**src/rtl/vf_pkg.sv**
```systemverilog
// Shared definitions for the vector-fetch sequencer.
// Assumes byte-wide memory and 16-bit pointer words.
package vf_pkg;
    localparam int WORD_W = 16;
    localparam int BYTE_W = 8;
    localparam int ENTRY_BYTES = 4;
    typedef enum logic [1:0] {ST_IDLE, ST_PUSH, ST_LOAD, ST_FIN} vf_state_e;
endpackage

```
**src/rtl/vf_ctrl.sv**
```systemverilog
// Sequencer control: arbitrates requests, latches the operands and steps
// through the push and load phases one byte per cycle.
// Assumes requests are only sampled while idle.
module vf_ctrl
    import vf_pkg::*;
#(
    parameter int TYPE_W = 8,
    parameter int ADDR_W = 16
) (
    input  logic              clk,
    input  logic              rst_n,
    input  logic              irq_valid,
    input  logic [TYPE_W-1:0] irq_type,
    input  logic              trap_valid,
    input  logic [TYPE_W-1:0] trap_type,
    input  logic              ret_valid,
    input  logic [WORD_W-1:0] cur_ip,
    input  logic [WORD_W-1:0] cur_cs,
    input  logic [ADDR_W-1:0] cur_sp,
    output vf_state_e         state,
    output logic [1:0]        step,
    output logic              is_ret,
    output logic [WORD_W-1:0] ip_q,
    output logic [WORD_W-1:0] cs_q,
    output logic [ADDR_W-1:0] sp_q,
    output logic [TYPE_W-1:0] type_q,
    output logic              busy,
    output logic              done,
    output logic              mem_rd,
    output logic              mem_wr
);
    logic any_req;
    logic last_step;

    // Request detection and end-of-phase detection.
    always_comb begin
        any_req   = irq_valid | trap_valid | ret_valid;
        last_step = (step == 2'd3);
    end

    // State, step counter and operand latches.
    always_ff @(posedge clk) begin
        if (!rst_n) begin
            state  <= ST_IDLE;
            step   <= 2'd0;
            is_ret <= 1'b0;
            ip_q   <= '0;
            cs_q   <= '0;
            sp_q   <= '0;
            type_q <= '0;
        end else begin
            case (state)
                ST_IDLE: if (any_req) begin
                    ip_q   <= cur_ip;
                    cs_q   <= cur_cs;
                    sp_q   <= cur_sp;
                    type_q <= irq_valid ? irq_type : trap_type;
                    is_ret <= !(irq_valid || trap_valid);
                    step   <= 2'd0;
                    state  <= (irq_valid || trap_valid) ? ST_PUSH : ST_LOAD;
                end
                ST_PUSH: begin
                    step <= step + 2'd1;
                    if (last_step) state <= ST_LOAD;
                end
                ST_LOAD: begin
                    step <= step + 2'd1;
                    if (last_step) state <= ST_FIN;
                end
                default: state <= ST_IDLE;
            endcase
        end
    end

    // Decoded outputs.
    always_comb begin
        busy   = (state != ST_IDLE);
        done   = (state == ST_FIN);
        mem_wr = (state == ST_PUSH);
        mem_rd = (state == ST_LOAD);
    end

    AST_DONE_PULSE: assert property (@(posedge clk) disable iff (!rst_n)
        done |=> !done);
    AST_ACCEPT_BUSY: assert property (@(posedge clk) disable iff (!rst_n)
        (!busy && any_req) |=> busy);
    AST_BUSY_HOLDS: assert property (@(posedge clk) disable iff (!rst_n)
        (busy && !done) |=> busy);
    AST_RW_EXCLUSIVE: assert property (@(posedge clk) disable iff (!rst_n)
        !(mem_rd && mem_wr));
    AST_NO_WRITE_RETURN: assert property (@(posedge clk) disable iff (!rst_n)
        (busy && is_ret) |-> !mem_wr);
endmodule

```
**src/rtl/vf_addr_gen.sv**
```systemverilog
// Address and write-data generation for the byte-wide memory port.
// Push: CS at sp-2/sp-1, IP at sp-4/sp-3. Load: table 4n+step or sp+step.
// Assumes ADDR_W is at least TYPE_W+2.
module vf_addr_gen
    import vf_pkg::*;
#(
    parameter int TYPE_W = 8,
    parameter int ADDR_W = 16
) (
    input  logic              clk,
    input  logic              rst_n,
    input  vf_state_e         state,
    input  logic [1:0]        step,
    input  logic              is_ret,
    input  logic [WORD_W-1:0] ip_q,
    input  logic [WORD_W-1:0] cs_q,
    input  logic [ADDR_W-1:0] sp_q,
    input  logic [TYPE_W-1:0] type_q,
    output logic [ADDR_W-1:0] mem_addr,
    output logic [BYTE_W-1:0] mem_wdata
);
    localparam logic [ADDR_W-1:0] TABLE_LIMIT = ADDR_W'(ENTRY_BYTES << TYPE_W);

    logic [ADDR_W-1:0] tbl_base;
    logic [ADDR_W-1:0] push_off;

    // Entry base address is type times four.
    always_comb tbl_base = ADDR_W'({type_q, 2'b00});

    // Stack offset of each pushed byte, below the saved stack pointer.
    always_comb begin
        case (step)
            2'd0:    push_off = ADDR_W'(2);
            2'd1:    push_off = ADDR_W'(1);
            2'd2:    push_off = ADDR_W'(4);
            default: push_off = ADDR_W'(3);
        endcase
    end

    // Address multiplexer.
    always_comb begin
        if (state == ST_PUSH)  mem_addr = sp_q - push_off;
        else if (is_ret)       mem_addr = sp_q + ADDR_W'(step);
        else                   mem_addr = tbl_base + ADDR_W'(step);
    end

    // Byte select for the push phase: CS low, CS high, IP low, IP high.
    always_comb begin
        case (step)
            2'd0:    mem_wdata = cs_q[7:0];
            2'd1:    mem_wdata = cs_q[15:8];
            2'd2:    mem_wdata = ip_q[7:0];
            default: mem_wdata = ip_q[15:8];
        endcase
    end

    AST_TABLE_WINDOW: assert property (@(posedge clk) disable iff (!rst_n)
        (state == ST_LOAD && !is_ret) |-> (mem_addr < TABLE_LIMIT));
endmodule

```
**src/rtl/vf_word_asm.sv**
```systemverilog
// Collects the four loaded bytes into IP and CS and commits them with
// the updated stack pointer after the last byte.
// Assumes bytes arrive in order: IP low, IP high, CS low, CS high.
module vf_word_asm
    import vf_pkg::*;
#(
    parameter int ADDR_W = 16
) (
    input  logic              clk,
    input  logic              rst_n,
    input  logic              mem_rd,
    input  logic [1:0]        step,
    input  logic              is_ret,
    input  logic [ADDR_W-1:0] sp_q,
    input  logic [BYTE_W-1:0] mem_rdata,
    output logic [WORD_W-1:0] new_ip,
    output logic [WORD_W-1:0] new_cs,
    output logic [ADDR_W-1:0] new_sp
);
    logic [WORD_W-1:0] stage_ip;
    logic [BYTE_W-1:0] stage_cs_lo;

    // Byte staging and final commit.
    always_ff @(posedge clk) begin
        if (!rst_n) begin
            stage_ip    <= '0;
            stage_cs_lo <= '0;
            new_ip      <= '0;
            new_cs      <= '0;
            new_sp      <= '0;
        end else if (mem_rd) begin
            case (step)
                2'd0: stage_ip[7:0]  <= mem_rdata;
                2'd1: stage_ip[15:8] <= mem_rdata;
                2'd2: stage_cs_lo    <= mem_rdata;
                default: begin
                    new_ip <= stage_ip;
                    new_cs <= {mem_rdata, stage_cs_lo};
                    new_sp <= is_ret ? sp_q + ADDR_W'(ENTRY_BYTES)
                                     : sp_q - ADDR_W'(ENTRY_BYTES);
                end
            endcase
        end
    end

    AST_RESULT_HOLD: assert property (@(posedge clk) disable iff (!rst_n)
        !$past(mem_rd) |-> ($stable(new_ip) && $stable(new_cs) && $stable(new_sp)));
endmodule

```
**src/rtl/vf_vector_seq.sv**
```systemverilog
// Top of the vector-fetch sequencer: saves CS and IP on the stack, reads
// the 4-byte table entry at type*4, or pops a saved pair on return.
// Assumes a byte memory whose read data is valid in the strobe cycle.
module vf_vector_seq
    import vf_pkg::*;
#(
    parameter int TYPE_W = 8,
    parameter int ADDR_W = 16
) (
    input  logic              clk,
    input  logic              rst_n,
    input  logic              irq_valid,
    input  logic [TYPE_W-1:0] irq_type,
    input  logic              trap_valid,
    input  logic [TYPE_W-1:0] trap_type,
    input  logic              ret_valid,
    input  logic [WORD_W-1:0] cur_ip,
    input  logic [WORD_W-1:0] cur_cs,
    input  logic [ADDR_W-1:0] cur_sp,
    output logic [ADDR_W-1:0] mem_addr,
    output logic              mem_rd,
    output logic              mem_wr,
    output logic [BYTE_W-1:0] mem_wdata,
    input  logic [BYTE_W-1:0] mem_rdata,
    output logic              busy,
    output logic              done,
    output logic [WORD_W-1:0] new_ip,
    output logic [WORD_W-1:0] new_cs,
    output logic [ADDR_W-1:0] new_sp
);
    vf_state_e         state;
    logic [1:0]        step;
    logic              is_ret;
    logic [WORD_W-1:0] ip_q;
    logic [WORD_W-1:0] cs_q;
    logic [ADDR_W-1:0] sp_q;
    logic [TYPE_W-1:0] type_q;

    vf_ctrl #(.TYPE_W(TYPE_W), .ADDR_W(ADDR_W)) i_ctrl (
        .clk(clk), .rst_n(rst_n),
        .irq_valid(irq_valid), .irq_type(irq_type),
        .trap_valid(trap_valid), .trap_type(trap_type),
        .ret_valid(ret_valid),
        .cur_ip(cur_ip), .cur_cs(cur_cs), .cur_sp(cur_sp),
        .state(state), .step(step), .is_ret(is_ret),
        .ip_q(ip_q), .cs_q(cs_q), .sp_q(sp_q), .type_q(type_q),
        .busy(busy), .done(done), .mem_rd(mem_rd), .mem_wr(mem_wr)
    );

    vf_addr_gen #(.TYPE_W(TYPE_W), .ADDR_W(ADDR_W)) i_addr (
        .clk(clk), .rst_n(rst_n),
        .state(state), .step(step), .is_ret(is_ret),
        .ip_q(ip_q), .cs_q(cs_q), .sp_q(sp_q), .type_q(type_q),
        .mem_addr(mem_addr), .mem_wdata(mem_wdata)
    );

    vf_word_asm #(.ADDR_W(ADDR_W)) i_asm (
        .clk(clk), .rst_n(rst_n),
        .mem_rd(mem_rd), .step(step), .is_ret(is_ret), .sp_q(sp_q),
        .mem_rdata(mem_rdata),
        .new_ip(new_ip), .new_cs(new_cs), .new_sp(new_sp)
    );

    AST_STROBE_NEEDS_BUSY: assert property (@(posedge clk) disable iff (!rst_n)
        (mem_rd || mem_wr) |-> busy);
endmodule

```
**config.mk**
```make
export PLATFORM = sky130hd
export DESIGN_NAME = vf_vector_seq
export DESIGN_NICKNAME = d
export VERILOG_FILES = /design/src/rtl/vf_pkg.sv /design/src/rtl/vf_ctrl.sv /design/src/rtl/vf_addr_gen.sv /design/src/rtl/vf_word_asm.sv /design/src/rtl/vf_vector_seq.sv
export SDC_FILE = /design/constraint.sdc
export NUM_CORES = 1
export LEC_CHECK = 0
export CAP_MARGIN = 40
export CORE_MARGIN = 2
export CORE_UTILIZATION = 40
export CTS_CLUSTER_SIZE = 10
export DETAILED_ROUTE_END_ITERATION = 10
export DONT_BUFFER_PORTS = 1
export GPL_ROUTABILITY_DRIVEN = 0
export PLACE_DENSITY = 0.65
export SLEW_MARGIN = 20
export SYNTH_ARGS = -nofsm -noshare
export SYNTH_HDL_FRONTEND = slang
export SYNTH_HIERARCHICAL = 1
export SYNTH_SLANG_ARGS = --single-unit
```
**constraint.sdc**
```tcl
create_clock -name clk -period 5.6 [get_ports clk]
set_clock_uncertainty 0.2 [all_clocks]
set_input_delay 0.56 -clock clk [delete_from_list [all_inputs] [get_ports clk]]
set_output_delay 0.56 -clock clk [all_outputs]
set_load 0.01 [all_outputs]
```
---- Yosys cells after proc, flatten, opt, wreduce, memory -nomap -nowiden ----
Cells that the tools add are included.
W data, S select, Z words.
storage, ports and cells
  bits in registers ....................... 133
  output and inout bits ................... 76
  logic and storage cells ................. 59
operators by class
  add/subtract/negate cells ............... 6
  equality and inequality tests ........... 9
  mux-type cells .......................... 13
  bitwise gates (word level) .............. 3
  reduce and logical (&&, ||, !) cells .... 15
operators with widths
  kind                     number
  $mux W16                 3
  $pmux W8 S3              1
  $add A16 B2 Y16          1
  $add A16 B3 Y16 const B  1
  $sub A16 B3 Y16          1
  $sub A16 B3 Y16 const B  1
  $reduce_and A2 Y1        6
  $add A10 B2 Y11          1
  $mux W2                  5
  $pmux W3 S3              1
  $eq A2 B2 Y1 const B     4
  $mux W8                  1
  $ne A2 B1 Y1 const B     3
  $pmux W2 S3              1
  $eq A2 B1 Y1 const B     2
  $logic_not A2 Y1         2
  $pmux W2 S2              1
  $reduce_bool A2 Y1       2
  $reduce_and A3 Y1        1
  $reduce_or A3 Y1         1
  $add A2 B1 Y2 const B    1
  $or A1 B1 Y1             2
  $reduce_or A2 Y1         1
  $logic_not A1 Y1         1
  other kinds (2)          2

---- Longest topological paths before layout ----
  depth after elaboration ................. 4
  gate-level depth with buffers ........... 9
  mapped depth without buffers ............ 9

---- Hierarchy ----
The synthesis kept the hierarchy.
by module, submodules not included
  module       times used  cells an instance  area each (um^2)  sequential area each (um^2)
  vf_word_asm  1           379                3,199.3           1,441.4
  vf_ctrl      1           282                2,329.7           1,221.2
  vf_addr_gen  1           176                1,191.1           0.0

---- Worst setup path after synthesis ----
Ideal clock, no wire load.
  path type ............................... register -> output
  from .................................... register i_ctrl.step[0]
  to ...................................... output mem_addr[6]
  arrival ................................. 2.498 ns
  path slack .............................. 2.342 ns
  stages on the path, launching flop included .. 9
  path through ............................ dfxtp_1 -> inv_1 -> ha_1 -> fa_1 -> a211o_1 -> or3_1 -> a22oi_1 -> o22ai_1 -> a21oi_1
between the ends
  longest elaborated chain between the ends .. 4
  elaborated cells between the ends (all ways) .. 9
  classes of those cells .................. add/sub (3); eq/ne (2); mux (3); reduce/logical (1)
ends and longest elaborated chain
  what                                  line                 source
  from (decl)                           vf_ctrl.sv:21        output logic [1:0] step,
  from (signal assigned)                vf_ctrl.sv:63        step <= step + 2'd1;
  from (signal assigned)                vf_ctrl.sv:67        step <= step + 2'd1;
  $eq A2 B2 Y1 (tied with other cells)  vf_addr_gen.sv:32    case (step)
  $pmux W3 S3                           vf_addr_gen.sv:32
  $sub A16 B3 Y16                       vf_addr_gen.sv:42    if (state == ST_PUSH) mem_addr = sp_q - push_off;
  $mux W16 (*)                          vf_addr_gen.sv:42
  to (decl)                             vf_vector_seq.sv:20  output logic [ADDR_W-1:0] mem_addr,
Mark *: on every way between the ends. The rest lies on a longest branch, timed or not.

---- Worst setup path in the final report ----
Ends and elaborated chain as after synthesis.

==> impl_results.md <==
* 1st-iter DRT viols at 323
* Ant diodes at 0
* DR WL/cell at 17.2 um
* TNS Setup at 0 ns
* Clock-pin slew on the worst setup and hold paths at 0.06 ns
* CTS tree: done
* # IOs at 153
* Final-report hold violation count at 0
* Cts hold-fix bufs at 0
* CP Cell Sequence: inv_1 -> ha_1 -> fa_1 -> a211o_1 -> or3_1 -> a22oi_1 -> o22ai_1 -> a21oi_1
* Crit path largest cell delay at 0.60 ns
* Layout fillers at 1658
* Number of synthesized register bits at 133
* Final layout net count at 915
* DR pass1 iterations at 5
* Post-route ant nets at 0
* Maximum clock insertion buffer count at 2
* Die extent in y at 134 um
* Root buf cell: clkbuf_16
* Multi-input gate area at 0.00373 mm2
* Crit path launch type: flip-flop
* HP Class: in2reg
* Layout cells sized above 1 at 7.19%
* Sink Count at 133
* PwrDens at 511 mW/mm2
* RSZ-0062 raised after global routing: no
* DR vias/cell at 5.46
* Initial Utilization at 40.7%
* Status: finished, final reports clean
* Peak Freq at 252 MHz
* Mapped Cells at 837
* Max-slew headroom at 52.4%
* Flip-flop and latch area at 0.00266 mm2
* Port-buffer cells at 0
* Die Footprint at 0.0179 mm2
* LEAKAGE at 2.80 nW
* Largest net degree at the start of global routing at 62
* Post-CTS setup buffers at 0
* Syn nets at 944
* Worst vdd ir at 0.000292 V
* Post-DP HPWL at 12.5 mm
* Gr usage total at 20.3%
* Die Wd at 134 um
* Post-synth EDFFs at 0
* Synth Flop Type: dfxtp_1
* Global-route wire length before repair at 28.5 mm
* TritonCTS buffer count at 17
* Final Max Slew Viols at 0
* Post-CTS Resized at 0
* Critical Path RT at 4.84 ns
* H-tree Lvls at 4
* Vias in the first global route at 5303
* Synth async-reset ratio at 0%
* CP max-delay cell: dfxtp_1
* Tmin final at 3.96 ns
* Critical Path End Type: output pin
* Worst Hold Slack at 0.0689 ns
* Setup CP Type: reg2out
* Sequential fraction of the synthesis area at 39.6%
* Slew @ Worst Pin at 0.714 ns
* Max cap viols at 0
* Endpoints failing setup at 0
* Core footprint at 0.0165 mm2
* Post-Route WL at 17.9 mm
* Total gr overflow at 0
* DRC viols at 0
* Synth unique cells at 73
* Via Count at 5689
* Initial antenna violation count at 1
* Critical Path AT at 3.20 ns
* Ys Warns at 6
* Worst-path fanout max at 14
* Row count at 47
* Syn_area_per_cell at 8.03 um2
* Area Growth Syn to Fin at 10.6%
* Worst-Skew Late Latency at 0.42 ns
* Post-Syn Area at 0.00672 mm2
* Final period utilization at 70.8%
[placed cells by master (no fill, tap or decap), types with 3 or more instances in the layout]
| cell type | synthesis | layout |
|---|---|---|
| a222oi_1 | 8 | 8 |
| nor2b_1 | 4 | 4 |
| a211oi_1 | 15 | 15 |
| a21oi_1 | 118 | 118 |
| a21o_1 | 6 | 6 |
| o21ai_0 | 22 | 22 |
| nor3b_1 | 3 | 3 |
| inv_1 | 25 | 24 |
| and2_1 | 3 | 3 |
| nor4_1 | 3 | 3 |
| and3_1 | 5 | 5 |
| or3_1 | 7 | 7 |
| nand3_1 | 22 | 21 |
| clkbuf_16 | 0 | 17 |
| mux2i_1 | 43 | 43 |
| dfxtp_1 | 133 | 133 |
| a311oi_1 | 3 | 3 |
| clkinv_2 | 0 | 3 |
| nand2b_1 | 3 | 3 |
| nand4_1 | 5 | 5 |
| inv_6 | 0 | 3 |
| xor2_1 | 4 | 4 |
| o21a_1 | 6 | 6 |
| xnor2_1 | 7 | 7 |
| buf_4 | 4 | 7 |
| nor3_1 | 12 | 12 |
| nor2_1 | 48 | 48 |
| nand2_1 | 188 | 188 |
| nand3b_1 | 4 | 4 |
| ha_1 | 27 | 27 |
| fa_1 | 3 | 3 |
| o22ai_1 | 6 | 6 |
| clkinvlp_4 | 0 | 4 |
[Yosys cell counts, drive strengths merged, types with 2 or more instances]
master / number / share of area, %
and2: 3 / 0.28
mux2: 3 / 0.50
clkbuf: 38 / 2.1
or3: 8 / 0.76
nand4: 5 / 0.47
o211ai: 2 / 0.22
o32ai: 2 / 0.26
o21ai: 22 / 1.6
nor3b: 3 / 0.34
a2111oi: 2 / 0.35
xnor2: 7 / 0.91
a222oi: 8 / 1.2
buf: 18 / 1.5
nor4: 4 / 0.60
nor3: 12 / 0.89
nand2: 188 / 11
o22ai: 7 / 0.74
nand3: 22 / 1.6
xor2: 4 / 0.52
inv: 26 / 1.5
or2: 2 / 0.19
a211oi: 16 / 1.9
a221oi: 2 / 0.26
mux2i: 43 / 6.4
a21oi: 119 / 8.9
fa: 3 / 0.89
nand3b: 4 / 0.45
o21a: 6 / 0.67
a211o: 2 / 0.26
or4: 3 / 0.45
a21o: 7 / 0.80
o22a: 2 / 0.26
nor2: 48 / 2.7
nand2b: 3 / 0.28
and3: 5 / 0.47
nor2b: 4 / 0.37
a31oi: 3 / 0.50
ha: 27 / 5.0
dfxtp: 133 / 40
a311oi: 3 / 0.39
[metal layers]
layer,vias up,wire length [um],GRT usage [%]
met1,2674,7970,25.5
met3,13,1110,6.93
met4,2,150,5.02
met2,133,8660,33.4
li1,2867,-,-
met5,-,13,0
[flip-flops by register name, indices dropped and copies added (netlist names)]
| register | flops |
|---|---|
| i_asm/new_sp | 16 |
| i_asm/stage_cs_lo | 8 |
| i_ctrl/sp_q | 16 |
| i_asm/new_cs | 16 |
| i_asm/new_ip | 16 |
| i_ctrl/is_ret | 1 |
| i_ctrl/ip_q | 16 |
| i_asm/stage_ip | 16 |
| i_ctrl/state | 2 |
| i_ctrl/cs_q | 16 |
| i_ctrl/type_q | 8 |
| i_ctrl/step | 2 |
[through the flow]
step	setup slack, ns	total power, mW	instances	utilization, %	instance area (um2)
after CTS	1.63	3.82	1041	45.0	7430
after floorplan	2.34	2.39	837	-	6720
after detailed placement	2.09	2.70	1009	41.4	6840
after global routing	1.49	4.06	1041	45.0	7430
final	1.64	3.80	1041	45.0	7430
after global placement	2.14	2.67	1007	41.2	6820
[where the power goes]
part	leakage [nW]	internal, mW	total, mW	switching, mW
registers	1.08	1.09	1.25	0.163
clock network	0.279	0.669	1.10	0.434
logic	1.44	0.531	1.45	0.915
total	2.80	2.29	3.80	1.51
[logic make-up (layout without fill, tap and decap cells)]
logic type                 count (synthesis)  count (layout)  share of synthesized area [%]
and+or+nand+nor                          319             319                           21.0
AOI/OAI and AO/OA                        215             215                           19.9
DFF                                      133             133                           39.6
buffers and inverters                     83              67                           5.16
muxes                                     46              46                           6.91
adders and majority gates                 30              30                           5.92
xor gates and xnor gates                  11              11                           1.43
[final timing paths]
check,startpoint,endpoint,depth (start not counted),slack (ns)
max,i_ctrl/step[0],mem_addr[6],8,1.64
min reg2reg,i_asm/stage_ip[6],i_asm/new_ip[6],2,0.25
max reg2reg,i_ctrl/is_ret,i_asm/new_sp[13],7,2.59
min,rst_n,i_asm/new_sp[7],1,0.07
[area by class of cell]
type,instances,area share (%)
clock buffers,18,5.91
clock inverters,14,2.00
inverters,27,1.36
multi-input cells,621,50.2
flip-flops and latches,133,35.8
well taps,220,3.70
repair buffers,8,0.977
[worst max-delay path, delay by kind of cell, from the launching register on]
| family | cells | cell delay, ns |
|---|---|---|
| AND/OR/NAND/NOR | 1 | 0.34 |
| adder cells (fa/ha/maj) | 2 | 0.81 |
| AO/OA/AOI/OAI | 4 | 0.89 |
| flip-flops | 1 | 0.60 |
| buffers and inverters | 1 | 0.16 |
Power figures use the tool's default switching activity.
